==> config.mk <==
export PLATFORM = sky130hd
export DESIGN_NAME = cache_wr_port_dec
export DESIGN_NICKNAME = d
export VERILOG_FILES = /design/src/rtl/cwp_pkg.sv /design/src/rtl/cwp_decode.sv /design/src/rtl/cwp_addr_regs.sv /design/src/rtl/cwp_rd_mux.sv /design/src/rtl/cache_wr_port_dec.sv
export SDC_FILE = /design/constraint.sdc
export NUM_CORES = 1
export LEC_CHECK = 0
export BUFFER_PORTS_ARGS = -buffer_cell sky130_fd_sc_hd__buf_2
export CAP_MARGIN = 20
export CORE_MARGIN = 2
export CORE_UTILIZATION = 46
export CTS_CLUSTER_SIZE = 12
export DETAILED_ROUTE_END_ITERATION = 12
export GPL_TIMING_DRIVEN = 1
export PLACE_DENSITY = 0.79
export REMOVE_ABC_BUFFERS = 1
export SLEW_MARGIN = 15
export SYNTH_ARGS = -nofsm -noshare
export SYNTH_HDL_FRONTEND = slang
export SYNTH_SLANG_ARGS = --single-unit
==> constraint.sdc <==
create_clock -name clk -period 1.2 [get_ports clk]
set_clock_uncertainty 0.05 [all_clocks]
set_input_delay 0.18 -clock clk [delete_from_list [all_inputs] [get_ports clk]]
set_output_delay 0.18 -clock clk [all_outputs]
set_load 0.03 [all_outputs]
==> src/rtl/cwp_pkg.sv <==
package cwp_pkg;

    localparam int          CWP_DW        = 8;
    localparam int          CWP_NB        = 3;
    localparam int          CWP_IO_AW     = 6;
    localparam logic [5:0]  CWP_REG_BASE  = 6'h18;
    localparam logic [5:0]  CWP_DATA_ADDR = 6'h1B;

    typedef enum logic [1:0] {
        TGT_NONE = 2'd0,
        TGT_REG  = 2'd1,
        TGT_DATA = 2'd2
    } cwp_target_e;

endpackage

==> src/rtl/cwp_decode.sv <==
module cwp_decode
    import cwp_pkg::*;
#(
    parameter int               IO_AW     = CWP_IO_AW,
    parameter int               NB        = CWP_NB,
    parameter logic [IO_AW-1:0] REG_BASE  = CWP_REG_BASE,
    parameter logic [IO_AW-1:0] DATA_ADDR = CWP_DATA_ADDR
) (
    input  logic [IO_AW-1:0] io_addr,
    input  logic             io_rd,
    input  logic             io_wr,
    input  logic             cif_en,
    output logic [NB-1:0]    reg_wr,
    output logic [NB-1:0]    reg_rd,
    output logic             cache_we
);

    logic [NB-1:0] hit;
    cwp_target_e   tgt;

    for (genvar g = 0; g < NB; g++) begin : g_hit
        localparam logic [IO_AW-1:0] MY_ADDR = IO_AW'(REG_BASE + g);
        assign hit[g] = (io_addr == MY_ADDR);
    end

    always_comb begin
        if (io_addr == DATA_ADDR)
            tgt = TGT_DATA;
        else if (|hit)
            tgt = TGT_REG;
        else
            tgt = TGT_NONE;
    end

    assign reg_wr   = (io_wr && tgt == TGT_REG) ? hit : '0;
    assign reg_rd   = (io_rd && tgt == TGT_REG) ? hit : '0;
    assign cache_we = io_wr && cif_en && (tgt == TGT_DATA);

endmodule

==> src/rtl/cwp_addr_regs.sv <==
module cwp_addr_regs
    import cwp_pkg::*;
#(
    parameter int DW = CWP_DW,
    parameter int NB = CWP_NB
) (
    input  logic             clk,
    input  logic             rst,
    input  logic [NB-1:0]    wr_sel,
    input  logic [DW-1:0]    wdata,
    output logic [NB*DW-1:0] regs_flat
);

    for (genvar g = 0; g < NB; g++) begin : g_byte
        always_ff @(posedge clk) begin
            if (rst)
                regs_flat[g*DW +: DW] <= '0;
            else if (wr_sel[g])
                regs_flat[g*DW +: DW] <= wdata;
        end
    end

endmodule

==> src/rtl/cwp_rd_mux.sv <==
module cwp_rd_mux
    import cwp_pkg::*;
#(
    parameter int DW = CWP_DW,
    parameter int NB = CWP_NB
) (
    input  logic [NB-1:0]    rd_sel,
    input  logic [NB*DW-1:0] regs_flat,
    output logic [DW-1:0]    rdata
);

    always_comb begin
        rdata = '0;
        for (int i = 0; i < NB; i++) begin
            if (rd_sel[i])
                rdata = rdata | regs_flat[i*DW +: DW];
        end
    end

endmodule

==> src/rtl/cache_wr_port_dec.sv <==
module cache_wr_port_dec
    import cwp_pkg::*;
#(
    parameter int               DW        = CWP_DW,
    parameter int               NB        = CWP_NB,
    parameter int               IO_AW     = CWP_IO_AW,
    parameter logic [IO_AW-1:0] REG_BASE  = CWP_REG_BASE,
    parameter logic [IO_AW-1:0] DATA_ADDR = CWP_DATA_ADDR
) (
    input  logic             clk,
    input  logic             rst,
    input  logic [IO_AW-1:0] io_addr,
    input  logic [DW-1:0]    io_wdata,
    input  logic             io_rd,
    input  logic             io_wr,
    input  logic             cif_en,
    output logic [NB*DW-1:0] cache_addr,
    output logic [DW-1:0]    cache_data,
    output logic             cache_we,
    output logic [DW-1:0]    io_rdata
);

    logic [NB-1:0] reg_wr;
    logic [NB-1:0] reg_rd;

    cwp_decode #(
        .IO_AW(IO_AW), .NB(NB), .REG_BASE(REG_BASE), .DATA_ADDR(DATA_ADDR)
    ) u_dec (
        .io_addr (io_addr),
        .io_rd   (io_rd),
        .io_wr   (io_wr),
        .cif_en  (cif_en),
        .reg_wr  (reg_wr),
        .reg_rd  (reg_rd),
        .cache_we(cache_we)
    );

    cwp_addr_regs #(.DW(DW), .NB(NB)) u_regs (
        .clk      (clk),
        .rst      (rst),
        .wr_sel   (reg_wr),
        .wdata    (io_wdata),
        .regs_flat(cache_addr)
    );

    cwp_rd_mux #(.DW(DW), .NB(NB)) u_rmux (
        .rd_sel   (reg_rd),
        .regs_flat(cache_addr),
        .rdata    (io_rdata)
    );

    assign cache_data = io_wdata;

endmodule

* After elaboration in Yosys (flattened, before gate mapping) *
Index checks and enable logic that the tools add are counted.

storage, ports and cells
  logic and storage cells = 23
  latch bits = 0
  memory bits (writable) = 0
  memory bits (read-only) = 0
  register bits after elaboration = 24
  bits of input ports = 19
  memories = 0
  output and inout port bits = 41

operators by class
  multiplexer cells = 7
  bitwise gates (word level) = 2
  equal/unequal tests = 6
  shift operators = 0
  order comparisons = 0
  multiply operators = 0
  add/sub/neg operators = 0
  reduce and logical (&&, ||, !) cells = 5
  div/mod/pow operators = 0

operator list
  kind                                                             number
  6-bit by 5-bit == test with 1-bit output, second input constant  4
  8-bit 2-to-1 mux                                                 3
  8-bit OR                                                         2
  3-bit 2-to-1 mux                                                 2
  1-bit logical AND                                                4
  3-bit OR reduction                                               1
  2-bit by 1-bit == test with 1-bit output, second input constant  1
  2-bit == test, second input constant                             1
  2-bit 2-to-1 mux                                                 1
  1-bit 2-to-1 mux                                                 1

* Longest topological paths before layout *
Gate-level depths: netlist of the first run.

  word-level depth = 12
  depth in mapped cells = 4
  depth with buffers taken out = 3

* Modules after synthesis *
Synthesis of the first run repeated with hierarchy kept, for this count alone.

second synthesis, totals
  cell total of the unflattened synthesis = 115
  area, all modules = 1153.6 um2

modules (own cells, without submodules)
  module             times used  sequential area each (um2)  cells each  area each (um2)
  cwp_addr_regs      1           480.5                       77          859.6
  cwp_rd_mux         1           0.0                         18          132.6
  cwp_decode         1           0.0                         12          101.3
  cache_wr_port_dec  1           0.0                         8           60.1

* Least setup slack after synthesis of the first run *
No wires, ideal clock.

  kind = reg-to-output
  start = register u_regs.regs_flat[8]
  end = output io_rdata[0]
  cell stages (with the launch flop) = 4
  data arrival time = 1.176 ns
  slack = -0.206 ns
  path through = dfxtp_1 mux2i_1 a2bb2oi_1 nor2_1

between the ends
  word-level cells in the longest chain between the ends = 4

ends and longest elaborated chain
  what                             RTL line                 source
  start, declared                  cwp_addr_regs.sv:11      output logic [NB*DW-1:0] regs_flat
  start signal, assigned by index  cwp_addr_regs.sv:19      regs_flat[g*DW +: DW] <= wdata;
  8-bit OR *                       cwp_rd_mux.sv:16         rdata = rdata | regs_flat[i*DW +: DW];
  8-bit 2-to-1 mux *               cwp_rd_mux.sv:15         if (rd_sel[i])
  8-bit OR                         cwp_rd_mux.sv:16
  8-bit 2-to-1 mux *               cwp_rd_mux.sv:15
  end, declared                    cache_wr_port_dec.sv:20  output logic [DW-1:0] io_rdata

Mark *: on every way between the ends. The rest lies on a longest branch, timed or not.

* Worst setup path in the final report of the first run *
  start = register u_regs.regs_flat[1]
  end = output io_rdata[1]

between the ends
  word-level cells in the longest chain between the ends = 5

ends and longest elaborated chain
  what                RTL line
  8-bit 2-to-1 mux *  cwp_rd_mux.sv:15
  8-bit OR            cwp_rd_mux.sv:16
  8-bit 2-to-1 mux *  cwp_rd_mux.sv:15
  8-bit OR            cwp_rd_mux.sv:16
  8-bit 2-to-1 mux *  cwp_rd_mux.sv:15

Marks and branches as above.

==> results.md, run 1 <==
* Max FFs per register at 24
* Clk buf depth at 2
* Max Slew Vio Count at 0
* Post-CTS Hold Buffers at 0
* Initial antenna violation count at 0
* Seq/Total Area, Yosys at 37.5%
* Clk sink count at 24
* Ys async rst share at 0%
* Synthesized flop and latch total at 24
* Area Overhead vs Synth at 43.8%
* Die X at 56.8 um
* Endpoints failing hold at 0
* Worst setup path endpoint: io_rdata[1]
* Synth top area cells: dfxtp_1, mux2i_1, nand2b_1, buf_4, a2bb2oi_1
* Fmax at around 670 MHz
* Post-layout total power at about 1.5 mW
* Power Density at ~800 mW/mm2
* Routed Antenna Nets at 0
* Via count at between 1000 and 1500
* # IOs at 60
* Yosys warns at 0
* Final setup TNS at -2.13 ns
* CP Data Arrival Time at around 1.3 ns
* Avg Synthesized Cell Area at between 9 and 10 um2
* Critical Path Sink Type: primary output
* CTS root buf: clkbuf_4
* Final Cell Area at 0.00184 mm2
* H-tree Lvls at 1
* Reg clk slew, reported paths at roughly 0.14 ns
* ANT cells at 0
* Reg2Reg Depth at 3
* Final worst slack at -0.295 ns
* Largest net degree at the start of global routing at 33
* Max_slew headroom at between 70% and 80%
* Global placer's final weighted congestion at slightly above 0.8
* Drt total wl at around 3300 um
* Status: finished with violations
* Worst-margin pin slew at ~0.39 ns
* Die area at between 0.003 and 0.004 mm2
* Rows at 19
* Reg with most FFs: u_regs.regs_flat
* Final period util at 125%
* First-pass DRT Iterations at 5
* Vias in the first global route at ~1200
* Hpwl dp at around 2400 um
* Crit path time final at approximately 1.5 ns
* GRT overflow at 0
* Total CTS buffers at 3
* Crit Path Class: register to primary output
* Clock latency on the worst-skew pair at approximately 0.32 ns
* Total track usage at approximately a fifth
* DP Worst Slack at -0.249 ns
* CP Data Required Time at between 0.9 and 1 ns
* WL/cell at 14.4 um
* Iter 0 DRT Violations at 21
* Core ar. at around 0.0027 mm2
* Leak at about 0.97 nW
* Vias per cell at just over 5
* Share of cells above drive strength 1 at around 53%
* Port buffer count at 59
* Hold_ws at 0.106 ns
* Post-synth EDFFs at 0
* Synth area leader: dfxtp_1
* Reg2reg end: u_regs.regs_flat[10]$_SDFFE_PP0P_
* Post-DP Area at 0.00163 mm2
* RSZ-0062 raised after global routing: true
* Largest regs: u_regs.regs_flat: 24 flops
* Top_reg_cell synth: dfxtp_1
* FILL cells at ~230
* Failing checks: setup timing
* Mapped Area at between 0.001 and 0.0015 mm2
* Synth cell types at 16
* Hold WC Path Type: input pin to register
* Share of the synthesized area in the top cell type at 37.5%
* Post-Syn Instances at 131
* Critical path fanouts, max at 3
* Final #Nets at 221
* Initial Util at 47.3%
* Setup crit start: u_regs.regs_flat[1]$_SDFFE_PP0P_
* Die height at approximately 57 um
* Worst vdd ir at ~650 uV
* Worst r2r src: u_regs.regs_flat[10]$_SDFFE_PP0P_
* MaxCap Viol Count at 0
* Reg2Reg Setup Slack at 0.42 ns
* First-pass GRT wire length at about 5200 um
* Final setup violation count at 9
* Post-route DRC at 0
* Synth cell count leaders: mux2i_1, nand2b_1, dfxtp_1
* CTS tree: built
* Crit start category: register
[power by group]
part           leakage (nW)  switching [mW]  internal [mW]
sequential            0.202         0.00223          0.800
clock                0.0210           0.256          0.186
combinational         0.745           0.113          0.103
[how the worst min path moves through the flow]
stage | startpoint | to | slack, ns | cells after the start
6_report | io_wdata[5] | u_regs.regs_flat[13]$_SDFFE_PP0P_ | 0.11 | 3
5_1_grt | io_wdata[3] | u_regs.regs_flat[19]$_SDFFE_PP0P_ | 0.11 | 3
4_1_cts | io_wdata[5] | u_regs.regs_flat[21]$_SDFFE_PP0P_ | 0.12 | 3
3_5_place_dp | u_regs.regs_flat[4]$_SDFFE_PP0P_ | u_regs.regs_flat[4]$_SDFFE_PP0P_ | 0.44 | 2
3_3_place_gp | u_regs.regs_flat[4]$_SDFFE_PP0P_ | u_regs.regs_flat[4]$_SDFFE_PP0P_ | 0.42 | 2
2_1_floorplan | io_wdata[0] | cache_data[0] | 0.31 | 0
[worst max-delay path, stage by stage (launching register included)]
cell and delay (ns):
dfxtp_2 0.35, mux2i_1 0.16, a2bb2oi_1 0.19, nor2_1 0.06, buf_4 0.18
[kinds of logic after synthesis]
logic type | count (synthesis) | share of synthesized area (%)
AO/OA/AOI/OAI | 8 | 5.46
buffers and inverters | 16 | 8.39
flip-flops | 24 | 37.5
multiplexers | 32 | 25.0
AND/OR/NAND/NOR | 51 | 23.7
[timing repair]
action                     CTS  global route
buffers inserted            10             1
hold endpoints to repair     0             0
gates resized for setup     24            29
setup endpoints to repair    9            20
pin swaps                    5             6
[layout make-up]
class	instances	area, um2	area share (%)
clock buffer	4	36.3	1.97
multi-input combinational	91	694	37.7
sequential	24	502	27.2
tap	31	38.8	2.10
timing repair buffer	82	573	31.1
[routing by layer]
metal	up-vias	share of wire [%]	GRT usage [%]
met5	-	0	0
met4	0	1.9	6.98
met3	6	4.5	2.76
met2	43	54	38.2
met1	571	40	23.1
li1	576	-	-
[per-stage QoR]
stage                     std cells  util [%]
final                           232      68.1
after global routing            232      68.1
after CTS                       232      65.9
after detailed placement        218      60.2
after global placement          218      60.2
after floorplan                 115         -
[cells in the final DEF (no fill, tap or decap), drive strengths merged]
cell type  Yosys  layout
mux2i         32      32
nand4b         1       1
nand3          3       3
nor2b          1       1
clkbuf         3       5
nand2b        32      32
a2bb2oi        8       8
dfxtp         24      24
and4bb         1       1
and3           1       1
nand2          2       2
buf           13      81
nor2          10      10
(Power assumes the default switching activity.)
==> run 2: changes to the inputs <==
==> constraint.sdc (replaced) <==
create_clock -name clk -period 1.4 [get_ports clk]
set_clock_uncertainty 0.05 [all_clocks]
set_input_delay 0.21 -clock clk [delete_from_list [all_inputs] [get_ports clk]]
set_output_delay 0.21 -clock clk [all_outputs]
set_load 0.03 [all_outputs]
==> run 2 against run 1 <==
Routed wire length decreased by 2.0%. Global-route usage is 0.44 points higher. Highest routed layer is now met3. Final cell count shrank 1.3%. The flow still finishes with violations (setup timing). Critical path type unchanged. Critical path depth did not move. Sequential share of layout area rose by 1.1 points. Via count shrank 4.7%. Count of clock-buffer cells in the layout is the same. Hold slack gained 0.051 ns. Die area did not move. Design area shrank 4.1%. First-iteration DRC count grew 38%. Register-to-register slack improved by 0.21 ns.
==> results.md, run 2 (same netlist as run 1, synthesis figures left out) <==
* DP Worst Slack at -0.0881 ns (was -0.249 ns)
* Largest regs: u_regs.regs_flat: 24 flops (unchanged)
* Crit Path Class: register to primary output (unchanged)
* Min-delay src: io_wdata[3] (was io_wdata[5])
* CTS tree: built (unchanged)
* Total track usage at 20.7% (was 20.3%)
* Post-route DRC at 0 (unchanged)
* Power Density at 689 mW/mm2 (was 791 mW/mm2)
* WL/cell at 14.3 um (was 14.4 um)
* Drt total wl at 3280 um (was 3350 um)
* Initial Util at 47.3% (unchanged)
* Area Overhead vs Synth at 38.0% (was 43.8%)
* Reg with most FFs: u_regs.regs_flat (unchanged)
* Core ar. at 0.00271 mm2 (unchanged)
* Clock latency on the worst-skew pair at 0.31 ns (was 0.32 ns)
* Rows at 19 (unchanged)
* Most frequent cells in the layout: buf_2, nand2b_1, mux2i_1, buf_4, dfxtp_2 (was buf_2, mux2i_1, nand2b_1, buf_4, dfxtp_2)
* ANT cells at 0 (unchanged)
* Max FFs per register at 24 (unchanged)
* CP max-delay cell: dfxtp_2 (unchanged)
* Global placer's final weighted congestion at 0.810 (was 0.813)
* Port buffer count at 59 (unchanged)
* Reg2reg end: u_regs.regs_flat[0]$_SDFFE_PP0P_ (was u_regs.regs_flat[10]$_SDFFE_PP0P_)
* Clk buf depth at 2 (unchanged)
* Die X at 56.8 um (unchanged)
* Final #Nets at 218 (was 221)
* Final Cell Area at 0.00177 mm2 (was 0.00184 mm2)
* Crit-path cells: mux2i_2, a2bb2oi_1, nor2_1, buf_4 (was mux2i_1, a2bb2oi_1, nor2_1, buf_4)
* Routed Antenna Nets at 0 (unchanged)
* Max Slew Vio Count at 0 (unchanged)
* Reg2Reg Depth at 3 (unchanged)
* Vias in the first global route at 1131 (was 1185)
* CP delay by family, top: flip-flops (unchanged)
* Hpwl dp at 2300 um (was 2390 um)
* Final period util at 108%
* Reg clk slew, reported paths at 0.13 ns (was 0.14 ns)
* CP Data Required Time at 1.14 ns (was 0.97 ns)
* Share of cells above drive strength 1 at 52.5% (was 52.7%)
* First-pass DRT Iterations at 4 (was 5)
* Slowest stage delay, CP at 0.35 ns (about the same)
* Critical path fanouts, max at 2 (was 3)
* Fmax at between 600 and 700 MHz
* Initial antenna violation count at 0 (unchanged)
* Die height at 56.8 um (unchanged)
* RSZ-0062 raised after global routing: true (unchanged)
* Post-DP Area at 0.00159 mm2 (was 0.00163 mm2)
* Final setup TNS at -0.490 ns (was -2.13 ns)
* H-tree Lvls at 1 (unchanged)
* CP Data Arrival Time at 1.25 ns (was 1.27 ns)
* Reg2Reg Setup Slack at 0.63 ns (was 0.42 ns)
* Hold endpoint: u_regs.regs_flat[19]$_SDFFE_PP0P_ (was u_regs.regs_flat[13]$_SDFFE_PP0P_)
* First-pass GRT wire length at 5200 um (was 5210 um)
* Iter 0 DRT Violations at 29 (was 21)
* Post-CTS Hold Buffers at 0 (unchanged)
* Clk sink count at 24 (unchanged)
* MaxCap Viol Count at 0 (unchanged)
* Die area at 0.00323 mm2 (unchanged)
* Crit start category: register (unchanged)
* Worst-margin pin slew at 0.407 ns (was 0.390 ns)
* Crit path time final at around 1.5 ns
* Max_slew headroom at 72.8% (was 74.0%)
* Via count at 1140 (was 1196)
* Vias per cell at 4.98 (was 5.16)
* # IOs at 60 (unchanged)
* Most common cell after layout, fill and taps aside: buf_2 (unchanged)
* Critical Path Sink Type: primary output (unchanged)
* Leak at 0.949 nW (was 0.968 nW)
* Failing checks: setup timing (unchanged)
* CP Buf/Inv Count at 1 (unchanged)
* Largest net degree at the start of global routing at 33 (unchanged)
* Endpoints failing hold at 0 (unchanged)
* Finished Core Util at 65.3% (was 68.1%)
* Status: finished with violations (unchanged)
* Total CTS buffers at 3 (unchanged)
* Hold WC Path Type: input pin to register (unchanged)
* Worst vdd ir at 871 uV (was 654 uV)
* Final worst slack at -0.113 ns (was -0.295 ns)
* Worst r2r src: u_regs.regs_flat[0]$_SDFFE_PP0P_ (was u_regs.regs_flat[10]$_SDFFE_PP0P_)
* GRT overflow at 0 (unchanged)
* CTS root buf: clkbuf_4 (unchanged)
* Hold_ws at 0.157 ns (was 0.106 ns)
* Final setup violation count at 8 (was 9)
* Hold Path Depth at 3 (unchanged)
-- run 2: cell count changes in the layout (fill, tap and decap cells not counted), sizes merged --
cell and change:
buf -2, clkbuf -1
-- run 2: cell type report --
| type | count | area [um2] |
|---|---|---|
| Clock buffer | 4 | 36.3 |
| Multi-Input combinational cell | 91 | 701 |
| Fill cell | 235 | 941 |
| Tap cell | 31 | 38.8 |
| Timing Repair Buffer | 79 | 493 |
| Sequential cell | 24 | 500 |
-- run 2: layer usage --
| layer | track usage (%) | up-vias | part of all wire, % |
|---|---|---|---|
| met5 | 0 | - | 0 |
| met4 | 3.99 | 0 | 0 |
| met3 | 5.53 | 0 | 5.1 |
| met2 | 39.4 | 36 | 55 |
| met1 | 23.0 | 533 | 40 |
| li1 | - | 571 | - |
-- run 2: worst reg2reg max path, delay by kind of cell, from the launching register on --
family | cells | cell delay (ns)
buffers and inverters | 1 | 0.11
DFF | 1 | 0.36
muxes | 1 | 0.13
and+or+nand+nor | 1 | 0.05
-- run 2: repair_timing --
item / in CTS / in global routing
setup buffers: 10 / 2
pin swaps: 6 / 13
resized for setup: 23 / 5
endpoints found under the setup margin: 8 / 9
-- run 2: worst max path at each step --
stage                     depth (start not counted)     endpoint                              from
after detailed placement                          5  io_rdata[1]                        io_addr[5]
after global routing                              4  io_rdata[1]  u_regs.regs_flat[1]$_SDFFE_PP0P_
after floorplan                                   3  io_rdata[0]  u_regs.regs_flat[8]$_SDFFE_PP0P_
after global placement                            5  io_rdata[7]                        io_addr[5]
after CTS                                         4  io_rdata[1]  u_regs.regs_flat[9]$_SDFFE_PP0P_
final                                             4  io_rdata[1]  u_regs.regs_flat[1]$_SDFFE_PP0P_
-- run 2: stage by stage --
stage | total power [mW] | std cells
floorplan | 0.759 | 115
finish | 1.22 | 229
CTS | 1.23 | 227
detailed placement | 0.877 | 213
global placement | 0.874 | 213
global route | 1.27 | 229
-- run 2: report_power, final --
| part | total, mW | internal (mW) | switching (mW) | leakage (nW) |
|---|---|---|---|---|
| clock | 0.355 | 0.159 | 0.196 | 0.0210 |
| sequential | 0.687 | 0.685 | 0.00195 | 0.202 |
| combinational | 0.178 | 0.0830 | 0.0947 | 0.726 |
| total | 1.22 | 0.927 | 0.293 | 0.949 |
